### src/rtl/dma_seq_pkg.sv
package dma_seq_pkg;

    localparam int STAT_W   = 5;
    localparam int ST_BLOCK = 0;
    localparam int ST_FRAME = 1;
    localparam int ST_HALF  = 2;
    localparam int ST_LAST  = 3;
    localparam int ST_PKT   = 4;

    typedef enum logic [1:0] {
        SYNC_ELEM  = 2'd0,
        SYNC_FRAME = 2'd1,
        SYNC_PKT   = 2'd2,
        SYNC_NONE  = 2'd3
    } sync_mode_e;

    typedef struct packed {
        logic step;
        logic frame_end;
        logic block_end;
        logic half_hit;
        logic last_hit;
        logic pkt_end;
    } seq_evt_t;

    function automatic sync_mode_e decode_sync(input logic synced, input logic fs, input logic bs);
        sync_mode_e m;
        if (!synced)            m = SYNC_NONE;
        else if (!fs && !bs)    m = SYNC_ELEM;
        else if (fs && !bs)     m = SYNC_FRAME;
        else if (fs && bs)      m = SYNC_PKT;
        else                    m = SYNC_NONE;
        return m;
    endfunction

    function automatic logic [STAT_W-1:0] evt_to_status(input seq_evt_t e,
                                                        input logic [STAT_W-1:0] en,
                                                        input logic src_sync);
        logic [STAT_W-1:0] s;
        s = '0;
        s[ST_BLOCK] = e.block_end;
        s[ST_FRAME] = e.frame_end;
        s[ST_HALF]  = e.half_hit;
        s[ST_LAST]  = e.last_hit;
        s[ST_PKT]   = e.pkt_end && !src_sync;
        return s & en;
    endfunction

endpackage

### src/rtl/dma_seq_counters.sv
module dma_seq_counters
    import dma_seq_pkg::*;
#(
    parameter int ELEM_W  = 8,
    parameter int FRAME_W = 8
) (
    input  logic               clk,
    input  logic               rst,
    input  logic               load,
    input  logic               step,
    input  logic               pkt_on,
    input  logic [ELEM_W-1:0]  ld_elems,
    input  logic [FRAME_W-1:0] ld_frames,
    input  logic [ELEM_W-1:0]  ld_pkts,
    output seq_evt_t           evt
);

    localparam logic [ELEM_W:0] ONE_E = 1;

    logic [ELEM_W-1:0]  elem_q, pkt_q, n_elem_q, n_pkt_q;
    logic [FRAME_W-1:0] frame_q, n_frame_q;
    logic [ELEM_W:0]    elem_nx, pkt_nx;
    logic [FRAME_W:0]   frame_nx;

    always_comb begin
        elem_nx       = {1'b0, elem_q} + ONE_E;
        pkt_nx        = {1'b0, pkt_q} + ONE_E;
        frame_nx      = {1'b0, frame_q} + {{FRAME_W{1'b0}}, 1'b1};
        evt.step      = step;
        evt.frame_end = step && (elem_nx == {1'b0, n_elem_q});
        evt.block_end = evt.frame_end && (frame_nx == {1'b0, n_frame_q});
        evt.half_hit  = step && (elem_nx == {1'b0, n_elem_q >> 1});
        evt.last_hit  = step && (elem_nx == ONE_E) && (frame_nx == {1'b0, n_frame_q});
        evt.pkt_end   = step && pkt_on && (pkt_nx == {1'b0, n_pkt_q});
    end

    always_ff @(posedge clk) begin
        if (rst) begin
            elem_q    <= '0;
            frame_q   <= '0;
            pkt_q     <= '0;
            n_elem_q  <= '0;
            n_frame_q <= '0;
            n_pkt_q   <= '0;
        end else if (load) begin
            elem_q    <= '0;
            frame_q   <= '0;
            pkt_q     <= '0;
            n_elem_q  <= ld_elems;
            n_frame_q <= ld_frames;
            n_pkt_q   <= ld_pkts;
        end else if (step) begin
            if (evt.frame_end) begin
                elem_q  <= '0;
                frame_q <= evt.block_end ? '0 : frame_nx[FRAME_W-1:0];
            end else begin
                elem_q  <= elem_nx[ELEM_W-1:0];
            end
            if (pkt_on)
                pkt_q <= evt.pkt_end ? '0 : pkt_nx[ELEM_W-1:0];
        end
    end

    assert_frame_bound_R3: assert property (@(posedge clk) disable iff (rst)
        (n_frame_q != '0) |-> (frame_q < n_frame_q));

    assert_elem_wrap_R3: assert property (@(posedge clk) disable iff (rst)
        (evt.frame_end && !load) |=> (elem_q == '0));

    assert_pkt_wrap_R5: assert property (@(posedge clk) disable iff (rst)
        (evt.pkt_end && !load) |=> (pkt_q == '0));

endmodule

### src/rtl/dma_seq_datapath.sv
module dma_seq_datapath #(
    parameter int ADDR_W = 16,
    parameter int DATA_W = 16
) (
    input  logic              clk,
    input  logic              rst,
    input  logic              load,
    input  logic              step,
    input  logic              active,
    input  logic              fill,
    input  logic              transparent,
    input  logic [DATA_W-1:0] color,
    input  logic [ADDR_W-1:0] src_base,
    input  logic [ADDR_W-1:0] dst_base,
    input  logic [DATA_W-1:0] rd_data,
    output logic              rd_req,
    output logic [ADDR_W-1:0] rd_addr,
    output logic              wr_req,
    output logic [ADDR_W-1:0] wr_addr,
    output logic [DATA_W-1:0] wr_data
);

    logic [ADDR_W-1:0] src_q, dst_q;
    logic [DATA_W-1:0] value;
    logic              drop;

    always_comb begin
        value   = fill ? color : rd_data;
        drop    = transparent && (value == color);
        rd_req  = active && !fill;
        wr_req  = active && !drop;
        rd_addr = src_q;
        wr_addr = dst_q;
        wr_data = value;
    end

    always_ff @(posedge clk) begin
        if (rst) begin
            src_q <= '0;
            dst_q <= '0;
        end else if (load) begin
            src_q <= src_base;
            dst_q <= dst_base;
        end else if (step) begin
            src_q <= src_q + ADDR_W'(1);
            dst_q <= dst_q + ADDR_W'(1);
        end
    end

    assert_src_advance_R2: assert property (@(posedge clk) disable iff (rst)
        (step && !load) |=> (src_q == $past(src_q) + ADDR_W'(1)));

    assert_dst_advance_R2: assert property (@(posedge clk) disable iff (rst)
        (step && !load) |=> (dst_q == $past(dst_q) + ADDR_W'(1)));

    assert_addr_hold_R2: assert property (@(posedge clk) disable iff (rst)
        (!step && !load) |=> $stable(dst_q));

endmodule

### src/rtl/dma_seq_ctrl.sv
module dma_seq_ctrl
    import dma_seq_pkg::*;
#(
    parameter int SYNC_W = 5,
    parameter int CH_W   = 4
) (
    input  logic              clk,
    input  logic              rst,
    input  logic              cmd_enable,
    input  logic              cmd_disable,
    input  logic              clr_status,
    input  logic              req_level,
    input  logic              mem_grant,
    input  logic [SYNC_W-1:0] sync_id,
    input  logic              fs,
    input  logic              bs,
    input  logic              src_sync,
    input  logic [STAT_W-1:0] irq_en,
    input  logic              legacy_dis,
    input  logic              auto_init,
    input  logic              repeat_en,
    input  logic              end_prog,
    input  logic              link_en,
    input  logic [CH_W-1:0]   link_target,
    input  seq_evt_t          evt,
    output logic              step,
    output logic              load,
    output logic              pkt_on,
    output logic              enabled,
    output logic              active,
    output logic              waiting,
    output logic [STAT_W-1:0] status,
    output logic              link_fire,
    output logic [CH_W-1:0]   link_chan
);

    logic              en_q, act_q, wait_q, req_q, link_q;
    logic              en_d, act_d, wait_d, link_d;
    logic [STAT_W-1:0] status_q;
    logic [CH_W-1:0]   link_chan_q;
    logic              synced, park_hit, run_on;
    sync_mode_e        mode;

    always_comb begin
        synced   = |sync_id;
        mode     = decode_sync(synced, fs, bs);
        pkt_on   = fs && bs;
        step     = act_q && mem_grant;
        run_on   = !synced || req_level;
        park_hit = evt.step && ((mode == SYNC_ELEM) ||
                                (mode == SYNC_FRAME && evt.frame_end) ||
                                (mode == SYNC_PKT && evt.pkt_end));
        en_d   = en_q;
        act_d  = act_q;
        wait_d = wait_q;
        load   = 1'b0;
        link_d = 1'b0;
        if (cmd_disable) begin
            en_d   = 1'b0;
            act_d  = 1'b0;
            wait_d = 1'b0;
        end else if (!en_q) begin
            if (cmd_enable) begin
                en_d  = 1'b1;
                load  = 1'b1;
                act_d = run_on;
            end
        end else if (wait_q) begin
            if (end_prog) begin
                wait_d = 1'b0;
                load   = 1'b1;
                act_d  = run_on;
            end
        end else if (evt.block_end) begin
            if (legacy_dis) begin
                en_d   = 1'b0;
                act_d  = 1'b0;
                link_d = link_en;
            end else if (!auto_init) begin
                en_d  = 1'b0;
                act_d = 1'b0;
            end else if (repeat_en || end_prog) begin
                load = 1'b1;
                if (park_hit && !req_level)
                    act_d = 1'b0;
            end else begin
                wait_d = 1'b1;
                act_d  = 1'b0;
                load   = 1'b1;
            end
        end else if (park_hit && !req_level) begin
            act_d = 1'b0;
        end else if (!act_q && synced && req_level && !req_q) begin
            act_d = 1'b1;
        end
    end

    always_ff @(posedge clk) begin
        if (rst) begin
            en_q        <= 1'b0;
            act_q       <= 1'b0;
            wait_q      <= 1'b0;
            req_q       <= 1'b0;
            link_q      <= 1'b0;
            link_chan_q <= '0;
            status_q    <= '0;
        end else begin
            en_q     <= en_d;
            act_q    <= act_d;
            wait_q   <= wait_d;
            req_q    <= req_level;
            link_q   <= link_d;
            if (link_d)
                link_chan_q <= link_target;
            status_q <= (clr_status ? '0 : status_q) | evt_to_status(evt, irq_en, src_sync);
        end
    end

    assign enabled   = en_q;
    assign active    = act_q;
    assign waiting   = wait_q;
    assign status    = status_q;
    assign link_fire = link_q;
    assign link_chan = link_chan_q;

    assert_disable_stops_R13: assert property (@(posedge clk) disable iff (rst)
        cmd_disable |=> (!act_q && !en_q && !wait_q));

    assert_wait_idle_R11: assert property (@(posedge clk) disable iff (rst)
        wait_q |-> !act_q);

    assert_req_hold_R7: assert property (@(posedge clk) disable iff (rst)
        (act_q && synced && req_level && !cmd_disable && !evt.block_end) |=> act_q);

    assert_sticky_R4: assert property (@(posedge clk) disable iff (rst)
        !clr_status |=> ((status_q & $past(status_q)) == $past(status_q)));

    assert_active_enabled_R8: assert property (@(posedge clk) disable iff (rst)
        act_q |-> en_q);

    assert_link_disabled_R9: assert property (@(posedge clk) disable iff (rst)
        link_q |-> !en_q);

endmodule

### src/rtl/dma_chan_seq.sv
module dma_chan_seq
    import dma_seq_pkg::*;
#(
    parameter int ADDR_W  = 16,
    parameter int DATA_W  = 16,
    parameter int ELEM_W  = 8,
    parameter int FRAME_W = 8,
    parameter int SYNC_W  = 5,
    parameter int CH_W    = 4
) (
    input  logic               clk,
    input  logic               rst,
    input  logic               cmd_enable,
    input  logic               cmd_disable,
    input  logic               clr_status,
    input  logic               req_level,
    input  logic [SYNC_W-1:0]  cfg_sync_id,
    input  logic               cfg_fs,
    input  logic               cfg_bs,
    input  logic               cfg_src_sync,
    input  logic [4:0]         cfg_irq_en,
    input  logic               cfg_legacy_dis,
    input  logic               cfg_auto_init,
    input  logic               cfg_repeat,
    input  logic               cfg_end_prog,
    input  logic               cfg_link_en,
    input  logic [CH_W-1:0]    cfg_link_target,
    input  logic               cfg_fill,
    input  logic               cfg_transparent,
    input  logic [DATA_W-1:0]  cfg_color,
    input  logic [ADDR_W-1:0]  cfg_src_base,
    input  logic [ADDR_W-1:0]  cfg_dst_base,
    input  logic [ELEM_W-1:0]  cfg_elem_count,
    input  logic [FRAME_W-1:0] cfg_frame_count,
    input  logic [ELEM_W-1:0]  cfg_pkt_count,
    input  logic               mem_grant,
    input  logic [DATA_W-1:0]  mem_rd_data,
    output logic               mem_rd_req,
    output logic [ADDR_W-1:0]  mem_rd_addr,
    output logic               mem_wr_req,
    output logic [ADDR_W-1:0]  mem_wr_addr,
    output logic [DATA_W-1:0]  mem_wr_data,
    output logic               chan_enabled,
    output logic               chan_active,
    output logic               chan_waiting,
    output logic [4:0]         status,
    output logic               link_fire,
    output logic [CH_W-1:0]    link_chan
);

    seq_evt_t evt;
    logic     step, load, pkt_on;

    dma_seq_ctrl #(.SYNC_W(SYNC_W), .CH_W(CH_W)) u_ctrl (
        .clk(clk), .rst(rst),
        .cmd_enable(cmd_enable), .cmd_disable(cmd_disable), .clr_status(clr_status),
        .req_level(req_level), .mem_grant(mem_grant),
        .sync_id(cfg_sync_id), .fs(cfg_fs), .bs(cfg_bs), .src_sync(cfg_src_sync),
        .irq_en(cfg_irq_en), .legacy_dis(cfg_legacy_dis), .auto_init(cfg_auto_init),
        .repeat_en(cfg_repeat), .end_prog(cfg_end_prog), .link_en(cfg_link_en),
        .link_target(cfg_link_target), .evt(evt),
        .step(step), .load(load), .pkt_on(pkt_on),
        .enabled(chan_enabled), .active(chan_active), .waiting(chan_waiting),
        .status(status), .link_fire(link_fire), .link_chan(link_chan)
    );

    dma_seq_counters #(.ELEM_W(ELEM_W), .FRAME_W(FRAME_W)) u_cnt (
        .clk(clk), .rst(rst), .load(load), .step(step), .pkt_on(pkt_on),
        .ld_elems(cfg_elem_count), .ld_frames(cfg_frame_count), .ld_pkts(cfg_pkt_count),
        .evt(evt)
    );

    dma_seq_datapath #(.ADDR_W(ADDR_W), .DATA_W(DATA_W)) u_dp (
        .clk(clk), .rst(rst), .load(load), .step(step), .active(chan_active),
        .fill(cfg_fill), .transparent(cfg_transparent), .color(cfg_color),
        .src_base(cfg_src_base), .dst_base(cfg_dst_base), .rd_data(mem_rd_data),
        .rd_req(mem_rd_req), .rd_addr(mem_rd_addr),
        .wr_req(mem_wr_req), .wr_addr(mem_wr_addr), .wr_data(mem_wr_data)
    );

endmodule

### config.mk
export PLATFORM = sky130hd
export DESIGN_NAME = dma_chan_seq
export DESIGN_NICKNAME = d
export VERILOG_FILES = /design/src/rtl/dma_seq_pkg.sv /design/src/rtl/dma_seq_counters.sv /design/src/rtl/dma_seq_datapath.sv /design/src/rtl/dma_seq_ctrl.sv /design/src/rtl/dma_chan_seq.sv
export SDC_FILE = /design/constraint.sdc
export NUM_CORES = 1
export LEC_CHECK = 0
export BUFFER_PORTS_ARGS = -buffer_cell sky130_fd_sc_hd__buf_2
export CAP_MARGIN = 20
export CORE_MARGIN = 2
export CORE_UTILIZATION = 55
export CTS_CLUSTER_SIZE = 28
export DETAILED_ROUTE_END_ITERATION = 8
export PLACE_DENSITY = 0.84
export RECOVER_POWER = 25
export SLEW_MARGIN = 40
export SYNTH_ARGS = -nofsm -noshare
export SYNTH_HDL_FRONTEND = slang
export SYNTH_SLANG_ARGS = --single-unit
### constraint.sdc
create_clock -name clk -period 7.65 [get_ports clk]
set_input_delay 1.1475 -clock clk [delete_from_list [all_inputs] [get_ports clk]]
set_output_delay 1.1475 -clock clk [all_outputs]
set_load 0.1 [all_outputs]
==> run metrics <==
status=complete, but fails checks; failing checks=capacitance limit, slew limit; register area share after synthesis=0.3090; critical path arrival=4.68 ns; P&R area growth vs syn=18.20%; cells on worst reg2reg path=9; met3 WL post-DR=1209 µm; dpl ws=3.121 ns; H-tree depth=3; CP Launch Point=rst; initial antenna violation count=0; Setup crit end=u_cnt.frame_q[5]; leakage power=2.796 nW; multi-input combinational cell area=3827 µm²; final net count=1032; Synth Area per Inst=8.055 µm²; total number of vias=6136; reg-to-reg endpoint=u_cnt.frame_q[5]; Post-CTS Setup Inserts=0; Worst EP required=7.90 ns; top-area cell type share of the netlist area=0.3090; CP Launch Type=input port; area of the die=11930 µm²; Clock Latency Late Sink=0.37 ns; Port Buffers=181; share of cells above drive strength 1=0.2321; global placement routability congestion=0.9383; total congestion overflow=0; worst reg-to-reg setup slack=3.51 ns; first-pass GRT wire length=26030 µm; Final Skew=0.01380 ns; post-route core utilization=0.6640; syn_nets=884; DR WL met2=8009 µm; setup_tns=0 ns; Final Max Slew Viols=71; Remaining DRCs=0; Die Width=109.2 µm; post-synthesis cell area=6090 µm²; HPWL Detailed=12190 µm; Sink Count=94; Hold WS=0.4653 ns; pin count of the biggest net entering global routing=71; fin crit period=4.434 ns; clock slew at reported path FFs=0.09 ns; CP cell instances=buf_2 -> clkbuf_1 -> nand3b_1 -> buf_4 -> a21oi_1; crit path buf inv count=3; Synth cell types=65; CP peak stage delay=2.40 ns; critical path capture point type=flop; Yosys reg bits=94; FF-to-FF Start=u_cnt.elem_q[0]; kind of critical path=input port to flop; CP delay by family, top=buffers and inverters; routed len/inst=15.87 µm; Synth top cells by count=dfxtp_1, a21oi_1, nand2_1; vias per cell=5.849; final hold vios=0; Hold Buf Count CTS=0; fin crit share=0.5797; Synth area leaders=dfxtp_1, xnor2_1, a21oi_1; Cell Area, Placed=7024 µm²; Slew @ Worst Pin=3.410 ns; final WL=16640 µm; Top Layer Used=met4; Post-Synthesis Cells=756; final setup fails=0; Seq. cell area=1882 µm²; Pre-antenna DRT Iters=5; antenna-violating nets left=0; fin area=7198 µm²; Filler cells=940; RSZ-0062 raised after global routing=no; Worst Path Max Fanout=70; max_slew headroom=-1.273; ys flop type=dfxtp_1; M1 wire length=6977 µm; worst hold path type=flop to flop; cell area power density=168.5 nW/µm²; Root Buffer=clkbuf_8; post-synthesis async set-or-reset flop share=0; Num CTS Buffers=9; total track usage=0.2765; # IOs=182; Ant. Diodes=0; Synth warnings=0; fmax=225.5 MHz; Core ar.=10840 µm²; Die Ht=109.2 µm; Max stage delay cell, worst path=clkbuf_1; MaxCap Viol Count=1; number of synthesized flops with an enable pin=0; largest area contributor in the netlist=dfxtp_1; DR iter-0 viols=356; Max IR drop VDD=0.1204 mV; Post-CTS Resized=0; clock tree buffer depth=2; Crit. path cell count=5; CTS tree=yes; Worst Slack Setup Final=3.216 ns; initial core utilization=0.5617; vias in the first global route=5633; row cnt=38; cell with the most instances after synthesis=dfxtp_1
[worst min-delay path by stage]
| stage | end | cells after the start | from |
|---|---|---|---|
| floorplan | u_cnt.n_frame_q[0] | 2 | u_cnt.n_frame_q[0] |
| global placement | u_ctrl.status[3] | 2 | u_ctrl.status[3] |
| detailed placement | u_ctrl.status[3] | 2 | u_ctrl.status[3] |
| CTS | u_ctrl.status[3] | 2 | u_ctrl.status[3] |
| global route | u_ctrl.status[0] | 2 | u_ctrl.status[0] |
| finish | u_ctrl.status[3] | 2 | u_ctrl.status[3] |
[cells in the final DEF (no fill, tap or decap), drive strengths merged, types with 9 or more instances in the layout]
cell type  Yosys  final
and2           9      9
and3          37     37
a21oi         60     60
mux2          18     18
xnor2         41     41
nand2         53     53
ha             9      9
nor2          39     39
o21ai         16     16
dfxtp         94     94
nand4         11     11
nand3         51     51
xor2          34     34
clkbuf        33     50
inv           51     51
nor3          10     10
a211oi        31     31
nor4          12     12
a31oi         10     10
o211ai        30     30
buf           20    151
[state kept, by name (all words and copies together) (netlist names), 4 cells and up]
register / cells
u_dp.rd_addr: 16
u_ctrl.status: 5
u_cnt.n_elem_q: 8
u_cnt.frame_q: 8
u_ctrl.link_chan: 4
u_cnt.n_frame_q: 8
u_dp.wr_addr: 16
u_cnt.elem_q: 8
u_cnt.pkt_q: 8
u_cnt.n_pkt_q: 8
[power breakdown]
| group | internal [W] | switching [W] |
|---|---|---|
| clock | 0.000160 | 0.000180 |
| sequential | 0.000510 | 0.0000239 |
| combinational | 0.0000928 | 0.000246 |
| total | 0.000763 | 0.000450 |
[metrics by stage]
step | power, W | std cells
after floorplan | 0.0008017 | 756
after global placement | 0.0008788 | 1032
after detailed placement | 0.0008843 | 1033
after CTS | 0.001217 | 1049
after global routing | 0.001257 | 1049
final | 0.001213 | 1049
[final cells by class]
class,count,share of cell area
inverters,51,0.02659
repair buffers,190,0.1281
clock buffers,11,0.01964
multi-input cells,558,0.5317
well taps,140,0.02434
clock inverters,5,0.008170
flip-flops and latches,94,0.2614
[logic make-up (layout without fill, tap and decap cells)]
kind of cell | Yosys count | after routing | synth area share
AO/OA/AOI/OAI | 179 | 179 | 0.2042
XOR/XNOR | 76 | 76 | 0.1118
adder cells (fa/ha/maj) | 9 | 9 | 0.01849
buffers and inverters | 104 | 257 | 0.07129
flip-flops | 94 | 94 | 0.3090
multiplexers | 26 | 26 | 0.04643
AND/OR/NAND/NOR | 268 | 268 | 0.2388
[metal layers]
| metal | vias up | GRT usage |
|---|---|---|
| li1 | 3006 | - |
| met1 | 2851 | 0.3337 |
| met2 | 241 | 0.4858 |
| met3 | 38 | 0.05260 |
| met4 | 0 | 0.1040 |
| met5 | - | 0 |
[worst reg2reg max path, cell delays in order, from the launching register on]
cell	delay [ns]
dfxtp_1	0.51
ha_1	0.41
xor3_1	0.31
nor4_1	0.27
nand4_1	0.23
a2111o_1	0.51
or4_4	0.83
nand3b_1	0.63
buf_4	0.29
a21oi_1	0.06
Power figures use the tool's default switching activity.
